==> src/rtl/tsc_pkg.sv <==
package tsc_pkg;
  typedef enum logic [1:0] {
    SEL_STATUS = 2'd0,
    SEL_ENABLE = 2'd1,
    SEL_CTRL   = 2'd2,
    SEL_NONE   = 2'd3
  } reg_sel_e;

  localparam int unsigned CTRL_SOFT = 0;
  localparam int unsigned CTRL_HARD = 1;
  localparam int unsigned CTRL_IRQ  = 2;
  localparam int unsigned CTRL_W    = 3;
endpackage

==> src/rtl/tsc_event_latch.sv <==
module tsc_event_latch #(
  parameter int unsigned N_SRC = 9
) (
  input  logic             clk_i,
  input  logic             rst_ni,
  input  logic [N_SRC-1:0] evt_i,
  input  logic [N_SRC-1:0] en_i,
  input  logic [N_SRC-1:0] clr_i,
  output logic [N_SRC-1:0] tamper_o
);
  for (genvar i = 0; i < N_SRC; i++) begin : g_bit
    logic hit_q;
    always_ff @(posedge clk_i or negedge rst_ni) begin
      if (!rst_ni)                  hit_q <= 1'b0;
      else if (evt_i[i])            hit_q <= 1'b1;
      else if (clr_i[i] && !en_i[i]) hit_q <= 1'b0; // source must be disabled first
    end
    assign tamper_o[i] = hit_q;
  end
endmodule

==> src/rtl/tsc_cfg_regs.sv <==
module tsc_cfg_regs
  import tsc_pkg::*;
#(
  parameter int unsigned N_SRC = 9
) (
  input  logic             clk_i,
  input  logic             rst_ni,
  input  logic             sys_rst_i,
  input  logic             wr_en_i,
  input  logic [1:0]       wr_sel_i,
  input  logic [N_SRC-1:0] wr_data_i,
  output logic [N_SRC-1:0] en_o,
  output logic             soft_o,
  output logic             hard_o,
  output logic             irq_en_o
);
  logic wr_en_reg, wr_ctrl;
  logic [CTRL_W-1:0] ctrl_d;

  assign wr_en_reg = wr_en_i && (wr_sel_i == SEL_ENABLE);
  assign wr_ctrl   = wr_en_i && (wr_sel_i == SEL_CTRL);
  assign ctrl_d    = wr_data_i[CTRL_W-1:0];

  always_ff @(posedge clk_i or negedge rst_ni) begin
    if (!rst_ni) en_o <= '0;
    else if (wr_en_reg && !soft_o && !hard_o) en_o <= wr_data_i;
  end

  // locks are set-only from software
  always_ff @(posedge clk_i or negedge rst_ni) begin
    if (!rst_ni)                        soft_o <= 1'b0;
    else if (sys_rst_i)                 soft_o <= 1'b0;
    else if (wr_ctrl && ctrl_d[CTRL_SOFT]) soft_o <= 1'b1;
  end

  always_ff @(posedge clk_i or negedge rst_ni) begin
    if (!rst_ni)                        hard_o <= 1'b0;
    else if (wr_ctrl && ctrl_d[CTRL_HARD]) hard_o <= 1'b1;
  end

  always_ff @(posedge clk_i or negedge rst_ni) begin
    if (!rst_ni)        irq_en_o <= 1'b0;
    else if (sys_rst_i) irq_en_o <= 1'b0;
    else if (wr_ctrl)   irq_en_o <= ctrl_d[CTRL_IRQ];
  end
endmodule

==> src/rtl/tsc_state_flags.sv <==
module tsc_state_flags #(
  parameter int unsigned N_SRC = 9
) (
  input  logic             clk_i,
  input  logic             rst_ni,
  input  logic             sys_rst_i,
  input  logic [N_SRC-1:0] evt_i,
  input  logic [N_SRC-1:0] en_i,
  input  logic [N_SRC-1:0] tamper_i,
  input  logic             hard_i,
  input  logic             clr_viol_i,
  input  logic             clr_nv_i,
  output logic             viol_o,
  output logic             nv_o
);
  logic trip, viol_clr_ok;

  assign trip        = |(evt_i & en_i);
  assign viol_clr_ok = clr_viol_i && nv_o && (tamper_i == '0) && (evt_i == '0);

  always_ff @(posedge clk_i or negedge rst_ni) begin
    if (!rst_ni)          viol_o <= 1'b0;
    else if (trip)        viol_o <= 1'b1;
    else if (viol_clr_ok) viol_o <= 1'b0;
  end

  always_ff @(posedge clk_i or negedge rst_ni) begin
    if (!rst_ni)                             nv_o <= 1'b1;
    else if (sys_rst_i && viol_o && !hard_i) nv_o <= 1'b1;
    else if (clr_nv_i && !viol_o)            nv_o <= 1'b0; // final recovery step
  end
endmodule

==> src/rtl/tamper_state_ctrl.sv <==
module tamper_state_ctrl
  import tsc_pkg::*;
#(
  parameter int unsigned N_SRC = 9,
  localparam int unsigned DW   = N_SRC + 2,
  localparam int unsigned SW   = N_SRC + 4
) (
  input  logic             clk_i,
  input  logic             rst_ni,
  input  logic             sys_rst_i,
  input  logic [N_SRC-1:0] evt_i,
  input  logic             wr_en_i,
  input  logic [1:0]       wr_sel_i,
  input  logic [DW-1:0]    wr_data_i,
  output logic [SW-1:0]    status_o,
  output logic             freeze_o,
  output logic             viol_irq_o
);
  logic             wr_status;
  logic [N_SRC-1:0] clr_tamper, tamper_q, en_q;
  logic             soft_q, hard_q, irq_en_q, viol_q, nv_q;

  assign wr_status  = wr_en_i && (wr_sel_i == SEL_STATUS);
  assign clr_tamper = wr_status ? wr_data_i[N_SRC-1:0] : '0;

  tsc_event_latch #(.N_SRC(N_SRC)) u_latch (
    .clk_i    (clk_i),
    .rst_ni   (rst_ni),
    .evt_i    (evt_i),
    .en_i     (en_q),
    .clr_i    (clr_tamper),
    .tamper_o (tamper_q)
  );

  tsc_cfg_regs #(.N_SRC(N_SRC)) u_cfg (
    .clk_i     (clk_i),
    .rst_ni    (rst_ni),
    .sys_rst_i (sys_rst_i),
    .wr_en_i   (wr_en_i),
    .wr_sel_i  (wr_sel_i),
    .wr_data_i (wr_data_i[N_SRC-1:0]),
    .en_o      (en_q),
    .soft_o    (soft_q),
    .hard_o    (hard_q),
    .irq_en_o  (irq_en_q)
  );

  tsc_state_flags #(.N_SRC(N_SRC)) u_flags (
    .clk_i      (clk_i),
    .rst_ni     (rst_ni),
    .sys_rst_i  (sys_rst_i),
    .evt_i      (evt_i),
    .en_i       (en_q),
    .tamper_i   (tamper_q),
    .hard_i     (hard_q),
    .clr_viol_i (wr_status && wr_data_i[N_SRC]),
    .clr_nv_i   (wr_status && wr_data_i[N_SRC+1]),
    .viol_o     (viol_q),
    .nv_o       (nv_q)
  );

  assign status_o   = {hard_q, soft_q, nv_q, viol_q, tamper_q};
  assign freeze_o   = viol_q;
  assign viol_irq_o = viol_q && irq_en_q;
endmodule

==> config.mk <==
export PLATFORM = sky130hd
export DESIGN_NAME = tamper_state_ctrl
export DESIGN_NICKNAME = d
export VERILOG_FILES = /design/src/rtl/tsc_pkg.sv /design/src/rtl/tsc_event_latch.sv /design/src/rtl/tsc_cfg_regs.sv /design/src/rtl/tsc_state_flags.sv /design/src/rtl/tamper_state_ctrl.sv
export SDC_FILE = /design/constraint.sdc
export NUM_CORES = 1
export LEC_CHECK = 0
export ABC_AREA = 0
export CORE_ASPECT_RATIO = 1.1
export CORE_MARGIN = 3
export CORE_UTILIZATION = 48
export DETAILED_ROUTE_END_ITERATION = 6
export GPL_TIMING_DRIVEN = 1
export PLACE_DENSITY = 0.82
export RECOVER_POWER = 100
export SLEW_MARGIN = 20
export SYNTH_ARGS = -nofsm -noshare
export SYNTH_HDL_FRONTEND = slang
export SYNTH_HIERARCHICAL = 1
export SYNTH_SLANG_ARGS = --single-unit
==> constraint.sdc <==
create_clock -name clk_i -period 2.25 [get_ports clk_i]
set_clock_uncertainty 0.15 [all_clocks]
set_input_delay 0.45 -clock clk_i [delete_from_list [all_inputs] [get_ports clk_i]]
set_output_delay 0.45 -clock clk_i [all_outputs]
set_load 0.02 [all_outputs]
**Word-level counts from Yosys, hierarchy flattened**

Cells that the tools add are included.

- Bits in registers: 23
- Input port bits: 26
- Output and inout port bits: 15
- Word-level logic and storage cells: 99

- Eq/ne operators: 2
- Multiplexer cells: 27
- Bitwise gates (word level): 1
- Reductions and logical operators: 54

Operators with widths:

| operator | count |
|---|---|
| $mux 1 | 26 |
| $reduce_bool 2->1 | 13 |
| $logic_and 1x1->1 | 25 |
| $logic_not 9->1 | 2 |
| $logic_not 1->1 | 12 |
| $and 9x9->9 | 1 |
| $mux 9 | 1 |
| $reduce_or 9->1 | 1 |
| $eq 2x1->1 const B | 1 |
| $eq 2x2->1 const B | 1 |
| $logic_not 2->1 | 1 |

**Depth between registers and ports, before layout**

Gate-level depths: netlist of the first run.

- Word-level depth: 8
- Mapped depth: 6

**By module**

Netlist of the first run, hierarchy kept.

Modules (own cells, without submodules):

| module | times used | cells each | area each (sq um) |
|---|---|---|---|
| tsc_cfg_regs | 1 | 29 | 475.5 |
| tsc_event_latch | 1 | 36 | 416.6 |
| tamper_state_ctrl | 1 | 19 | 176.4 |
| tsc_state_flags | 1 | 19 | 170.2 |

**Least setup slack after synthesis of the first run**

No wires, ideal clock.

- Kind: input-to-reg
- Start: input wr_sel_i[1]
- End: register u_flags.viol_o
- Setup time: 0.140 ns
- Arrival time: 1.286 ns
- Required time: 1.960 ns
- Path slack: 0.673 ns
- Stages on the path: 6
- Buffers on the path: 1
- Cells stage by stage: buf_6 > nor4bb_1 > nor4b_2 > nand3_1 > o21ai_1 > nand4_1

- Longest elaborated chain between the ends: 7

RTL lines:

| item | line | RTL |
|---|---|---|
| start: declaration | tamper_state_ctrl.sv:13 | `input logic [1:0] wr_sel_i,` |
| $logic_not 2->1 | tamper_state_ctrl.sv:23 | `assign wr_status = wr_en_i && (wr_sel_i == SEL_STATUS);` |
| $logic_and 1x1->1 | tamper_state_ctrl.sv:23 |  |
| $logic_and 1x1->1 | tamper_state_ctrl.sv:56 | `.clr_viol_i (wr_status && wr_data_i[N_SRC]),` |
| $logic_and 1x1->1 (3 in series) | tsc_state_flags.sv:19 | `assign viol_clr_ok = clr_viol_i && nv_o && (tamper_i == '0) && (evt_i == '0);` |
| $reduce_bool 2->1 (no line) | -- |  |
| end signal: assignment | tsc_state_flags.sv:22 | `if (!rst_ni) viol_o <= 1'b0;` |
| end signal: assignment | tsc_state_flags.sv:23 | `else if (trip) viol_o <= 1'b1;` |
| end signal: assignment | tsc_state_flags.sv:24 | `else if (viol_clr_ok) viol_o <= 1'b0;` |
| end: declaration | tsc_state_flags.sv:13 | `output logic viol_o,` |

Every way passes these cells.
A chain may end at the register's enable or synchronous reset.

**Worst setup path after layout of the first run**

- Start: register u_flags.nv_o
- End: output status_o[10]

RTL lines:

| item | line | RTL |
|---|---|---|
| start: declaration | tsc_state_flags.sv:14 | `output logic nv_o` |
| start signal: assignment | tsc_state_flags.sv:28 | `if (!rst_ni) nv_o <= 1'b1;` |
| start signal: assignment | tsc_state_flags.sv:29 | `else if (sys_rst_i && viol_o && !hard_i) nv_o <= 1'b1;` |
| start signal: assignment | tsc_state_flags.sv:30 | `else if (clr_nv_i && !viol_o) nv_o <= 1'b0;` |
| end: declaration | tamper_state_ctrl.sv:15 | `output logic [SW-1:0] status_o,` |

No word-level cell between the ends.

==> impl_metrics.ini, run 1 <==
[cts]
clkLatencyLatePin_ns = 0.31
ctsHoldBuffers = 0
cts-root-buf = clkbuf_4
cts_buffer_depth = 2
cts_buffers = 3
cts_max_level = 1
cts_resized = 0
cts_setup_buffers = 0
cts_tree = done
cts_sinks = 23
clkTransAtPathRegs_ns = 0.13

[placement]
portBuffers = 40
gp_congestion = 0.934
dp_hpwl_um = 2260
dp_cells = 161

[power_and_ir_drop]
p_seq_frac = 0.561
switchingPower_uw = 253
p_int_uw = 689
p_leak_uw = 0.000567
power_frac_comb = 0.236
power.density_mw_per_mm2 = 593
clkPwrFrac = 0.203
power_uw = 942
ir_drop_mv = 0.444
sw_frac_of_total = 0.268

[sta]
finalMaxSlewViolations = 0
max_clock_freq_mhz = 462
setup-tns-final_ns = 0
min_period_ns = 2.16
worst_pin_slew_ns = 1.24
finalHoldViolCount = 0
setup_viol = 0
period_share = 0.961
rsz0062_at_grt = false
slew_headroom = 0.171

[synthesis]
synth_fp_nets = 129
async_flop_share = 1.00
yosysSeqAreaShare = 0.466
synth_area_per_cell_um2 = 12.0
synth_area_mm2 = 0.00124
synth_ff_type = dfrtp_1
syn_inst = 103
ys_types = 31
synth_edf_count = 0
synth_seq_cells = 23
ys_warn_count = 6

[run]
drv_cap = 0

[cells_and_area]
n_fill_cell = 209
area_delta_synth_final_pct = 28.2
num_antenna_cells = 0
drive_above_1_share = 0.141
fin_nets = 162
layout_common_cells = 24 x clkdlybuf4s50_1, 22 x dfrtp_1, 16 x dlygate4sd3_1, 10 x nor4bb_1, 10 x a21o_1
layout_commonest_cell = clkdlybuf4s50_1
instances_no_fill = 165

[worst_setup_path]
start_kind = register
rr_endpoint = u_cfg/en_o[7]$_DFFE_PN0P_
r2r-start = u_cfg/soft_o$_DFFE_PN0P_
path_class = register to output pin
cp_data_required_time_ns = 1.65
r2r_slack_ns = 0.55
cp_max_fo = 4
reg2regPathDepth = 3
worstSetupEndpointType = output pin
cp_slowest_cell = dlygate4sd3_1
crit_buf_inv = 1
slowest_delay_ns = 0.67
crit_arrival_ns = 1.56
path_delay_family = buffers and inverters
path_depth = 1
path_cells = dlygate4sd3_1

[detailed_routing]
routedWlPerCell_um = 18.1
first_pass_iters = 4
detail-route-antenna-nets = 0
initialDrtViolationCount = 26
num_vias = 943
drc = 0
viasPerCell = 5.72
routed_wl_um = 2980

[die]
core_area_mm2 = 0.00234
die_w_um = 54.4
start_util = 0.529
placementRows = 18
dieArea_mm2 = 0.00323
io-pin-count = 41
fp.dieH_um = 59.3

[grt]
grt_usage = 0.202
grt_pass1_vias = 996
grt_remaining_overflow = 0
grt_pass1_wl_um = 4690
antenna_found_initial = 0
grt_max_degree = 24

[outcome]
status = complete, no violations

[min_path]
whs_endpoint = u_latch/g_bit[1].hit_q$_DFFE_PN0P_
hp-class = register to register
hp-start = u_latch/g_bit[1].hit_q$_DFFE_PN0P_
holdPathStages = 1
[Yosys cell counts, drive strengths merged, types with 2 or more instances]
library cell,n,area [um2]
a21o,10,75.1
buf,15,120
dfrtp,22,551
mux2,9,101
nand2,2,15.0
nand2b,9,56.3
nor2,2,7.51
nor4,3,18.8
nor4b,3,47.5
nor4bb,10,100
o21ai,3,15.0
[routing by layer]
metal	wire length [um]	GRT usage
met3	203	0.0353
met1	1220	0.257
met5	0	0
met4	20	0.0712
met2	1540	0.337
[cells by family after synthesis]
| logic type | after synthesis | share of synthesized area |
|---|---|---|
| muxes | 10 | 0.0899 |
| buffers and inverters | 17 | 0.104 |
| and+or+nand+nor | 35 | 0.234 |
| AOI/OAI and AO/OA | 18 | 0.106 |
| DFF | 23 | 0.466 |
[flip-flops by register name, summed over array words and instances (netlist names)]
name	count
u_flags/viol_o	1
u_cfg/irq_en_o	1
u_latch/g_bit.hit_q	9
u_cfg/hard_o	1
u_cfg/soft_o	1
u_cfg/en_o	9
u_flags/nv_o	1
[cell type report]
class,count,area (um2),share of cell area
Multi-Input combinational cell,63,519,0.327
Clock inverter,1,5.00,0.00315
Tap cell,30,37.5,0.0236
Timing Repair Buffer,44,423,0.266
Clock buffer,3,22.5,0.0142
Sequential cell,23,577,0.363
Inverter,1,3.75,0.00236
[how the worst max path moves through the flow]
stage	to	slack, ns	from
floorplan	u_flags/viol_o$_DFFE_PN0P_	0.67	wr_sel_i[1]
global placement	u_flags/viol_o$_DFFE_PN0P_	0.20	wr_sel_i[1]
detailed placement	u_flags/viol_o$_DFFE_PN0P_	0.11	wr_sel_i[1]
CTS	viol_irq_o	0.13	u_flags/viol_o$_DFFE_PN0P_
global route	u_cfg/en_o[2]$_DFFE_PN0P_	0.04	wr_en_i
finish	status_o[10]	0.09	u_flags/nv_o$_DFFE_PN1P_
[per-stage QoR]
step	util	cell area, um2	setup WS [ns]	hold slack (ns)
3_3_place_gp	0.675	1580	0.198	0.336
2_1_floorplan	-	1240	0.673	0.00441
4_1_cts	0.687	1610	0.130	0.319
5_1_grt	0.678	1590	0.0409	0.410
3_5_place_dp	0.675	1580	0.105	0.351
6_report	0.678	1590	0.0875	0.381
[power by group through the flow]
stage	Combinational [uW]	Clock, uW	Sequential (uW)
2_1_floorplan	142	0	520
3_3_place_gp	220	0	532
3_5_place_dp	227	0	537
4_1_cts	227	199	528
5_1_grt	237	223	539
6_report	222	191	529
(Power assumes the default switching activity.)
==> run 2, diff against run 1 <==
Settings changed: HOLD_SLACK_MARGIN from default to 0.15.
==> results of run 2 <==
No change in the layout: final DEF, timing and power equal those of run 1.
==> run 3, diff against run 2 <==
--- a/constraint.sdc
+++ b/constraint.sdc
@@ -4,2 +4,2 @@
 set_output_delay 0.45 -clock clk_i [all_outputs]
-set_load 0.02 [all_outputs]
+set_load 0.01 [all_outputs]
==> run 3 against run 2 <==
Effect of this change: largest cell class unchanged; critical path type unchanged; sequential power hardly changed; maximum frequency rose by 3.4%; non-clock buffer count stayed put; cell count unchanged.
==> impl_metrics.ini, run 3 (synthesis gave the netlist of run 1 again) <==
[outcome]
status = complete, no violations

[cts]
cts_buffer_depth = 2
cts_buffers = 3
cts_tree = done
cts_sinks = 23
clkTransAtPathRegs_ns = 0.13
cts_resized = 0
cts_max_level = 1
clkLatencyLatePin_ns = 0.31
cts_setup_buffers = 0
ctsHoldBuffers = 0
cts-root-buf = clkbuf_4

[placement]
dp_cells = 161
gp_congestion = 0.934
dp_hpwl_um = 2260
dp_slack_ns = 0.105
portBuffers = 40

[power_and_ir_drop]
ir_drop_mv = 0.442
power_uw = 935
power.density_mw_per_mm2 = 586
p_leak_uw = 0.000576

[worst_setup_path]
crit_arrival_ns = 1.49
worstSetupEndpointType = output pin
cp_max_fo = 4
start_kind = register
cp_slowest_cell = dlygate4sd3_1
path_class = register to output pin
cp_data_required_time_ns = 1.65
slowest_delay_ns = 0.60
path_cells = dlygate4sd3_1
path_delay_family = buffers and inverters
crit_buf_inv = 1

[die]
fp.dieH_um = 59.3
die_w_um = 54.4
core_area_mm2 = 0.00234
dieArea_mm2 = 0.00323
placementRows = 18
start_util = 0.529
io-pin-count = 41

[sta]
whs_ns = 0.380
slew_headroom = 0.172
setup_viol = 0
period_share = 0.930
finalMaxSlewViolations = 0
setup-tns-final_ns = 0
rsz0062_at_grt = false
finalHoldViolCount = 0
timing.final.ws_setup_ns = 0.158
worst_pin_slew_ns = 1.24
max_clock_freq_mhz = 478
min_period_ns = 2.09

[cells_and_area]
reg.largest.list = u_cfg/en_o (9), u_latch/g_bit.hit_q (9)
fin_nets = 162
n_fill_cell = 209
drive_above_1_share = 0.148
area_delta_synth_final_pct = 28.8
layout_commonest_cell = clkdlybuf4s50_1
num_antenna_cells = 0
instances_no_fill = 165
layout_common_cells = 24 x clkdlybuf4s50_1, 22 x dfrtp_1, 16 x dlygate4sd3_1, 10 x nor4bb_1, 10 x a21o_1

[detailed_routing]
detail-route-antenna-nets = 0
num_vias = 937
viasPerCell = 5.68
initialDrtViolationCount = 27
routed_wl_um = 2950
routedWlPerCell_um = 17.9
drc = 0
first_pass_iters = 4

[grt]
grt_remaining_overflow = 0
grt_usage = 0.202
grt_pass1_wl_um = 4690
antenna_found_initial = 0
grt_max_degree = 24
grt_pass1_vias = 996

[min_path]
hp-class = register to register

[run]
drv_cap = 0
run 3: path summary, 6_finish.rpt:
kind                                                    start                            endpoint  slack [ns]  cells past startpoint
setup reg to reg                     u_cfg/soft_o$_DFFE_PN0P_           u_cfg/en_o[7]$_DFFE_PN0P_        0.73                      3
hold reg to reg            u_latch/g_bit[6].hit_q$_DFFE_PN0P_  u_latch/g_bit[6].hit_q$_DFFE_PN0P_        0.38                      1
max in group asynchronous                              rst_ni  u_latch/g_bit[3].hit_q$_DFFE_PN0P_        0.47                      2
hold / removal             u_latch/g_bit[6].hit_q$_DFFE_PN0P_  u_latch/g_bit[6].hit_q$_DFFE_PN0P_        0.38                      1
setup / recovery                     u_flags/nv_o$_DFFE_PN1P_                        status_o[10]        0.16                      1
min in group asynchronous                              rst_ni          u_cfg/irq_en_o$_DFFE_PN0P_        0.75                      2
run 3: worst reg2reg max path, stage by stage (launching register included):
cell	delay, ns
dfrtp_1	0.45
nor4b_4	0.34
nand2_4	0.16
mux2_2	0.33
run 3: cell type report:
type                       instances  area, um2  area share
multi-input combinational         63        527       0.330
clock inverter                     1       5.00     0.00314
inverter                           1       3.75     0.00235
clock buffer                       3       22.5      0.0141
tap                               30       37.5      0.0235
timing repair buffer              44        423       0.265
sequential                        23        577       0.362
run 3: metrics by stage:
| step | utilization | area [um2] |
|---|---|---|
| finish | 0.681 | 1600 |
| global route | 0.681 | 1600 |
| CTS | 0.687 | 1610 |
| detailed placement | 0.675 | 1580 |
| global placement | 0.675 | 1580 |
| floorplan | - | 1240 |
run 3: metal layers:
| metal | global-route usage | part of all wire | wire [um] | up-vias |
|---|---|---|---|---|
| met1 | 0.257 | 0.40 | 1190 | 464 |
| met2 | 0.337 | 0.52 | 1540 | 33 |
| li1 | - | - | - | 436 |
| met3 | 0.0353 | 0.068 | 200 | 4 |
| met5 | 0 | 0 | 0 | - |
| met4 | 0.0712 | 0.0068 | 20 | 0 |
run 3: power breakdown:
group          switching (uW)  total, uW  internal (uW)  leakage (uW)
logic                    72.9        215            142      0.000313
registers                48.6        529            480      0.000246
clock network             124        191           66.5     0.0000177
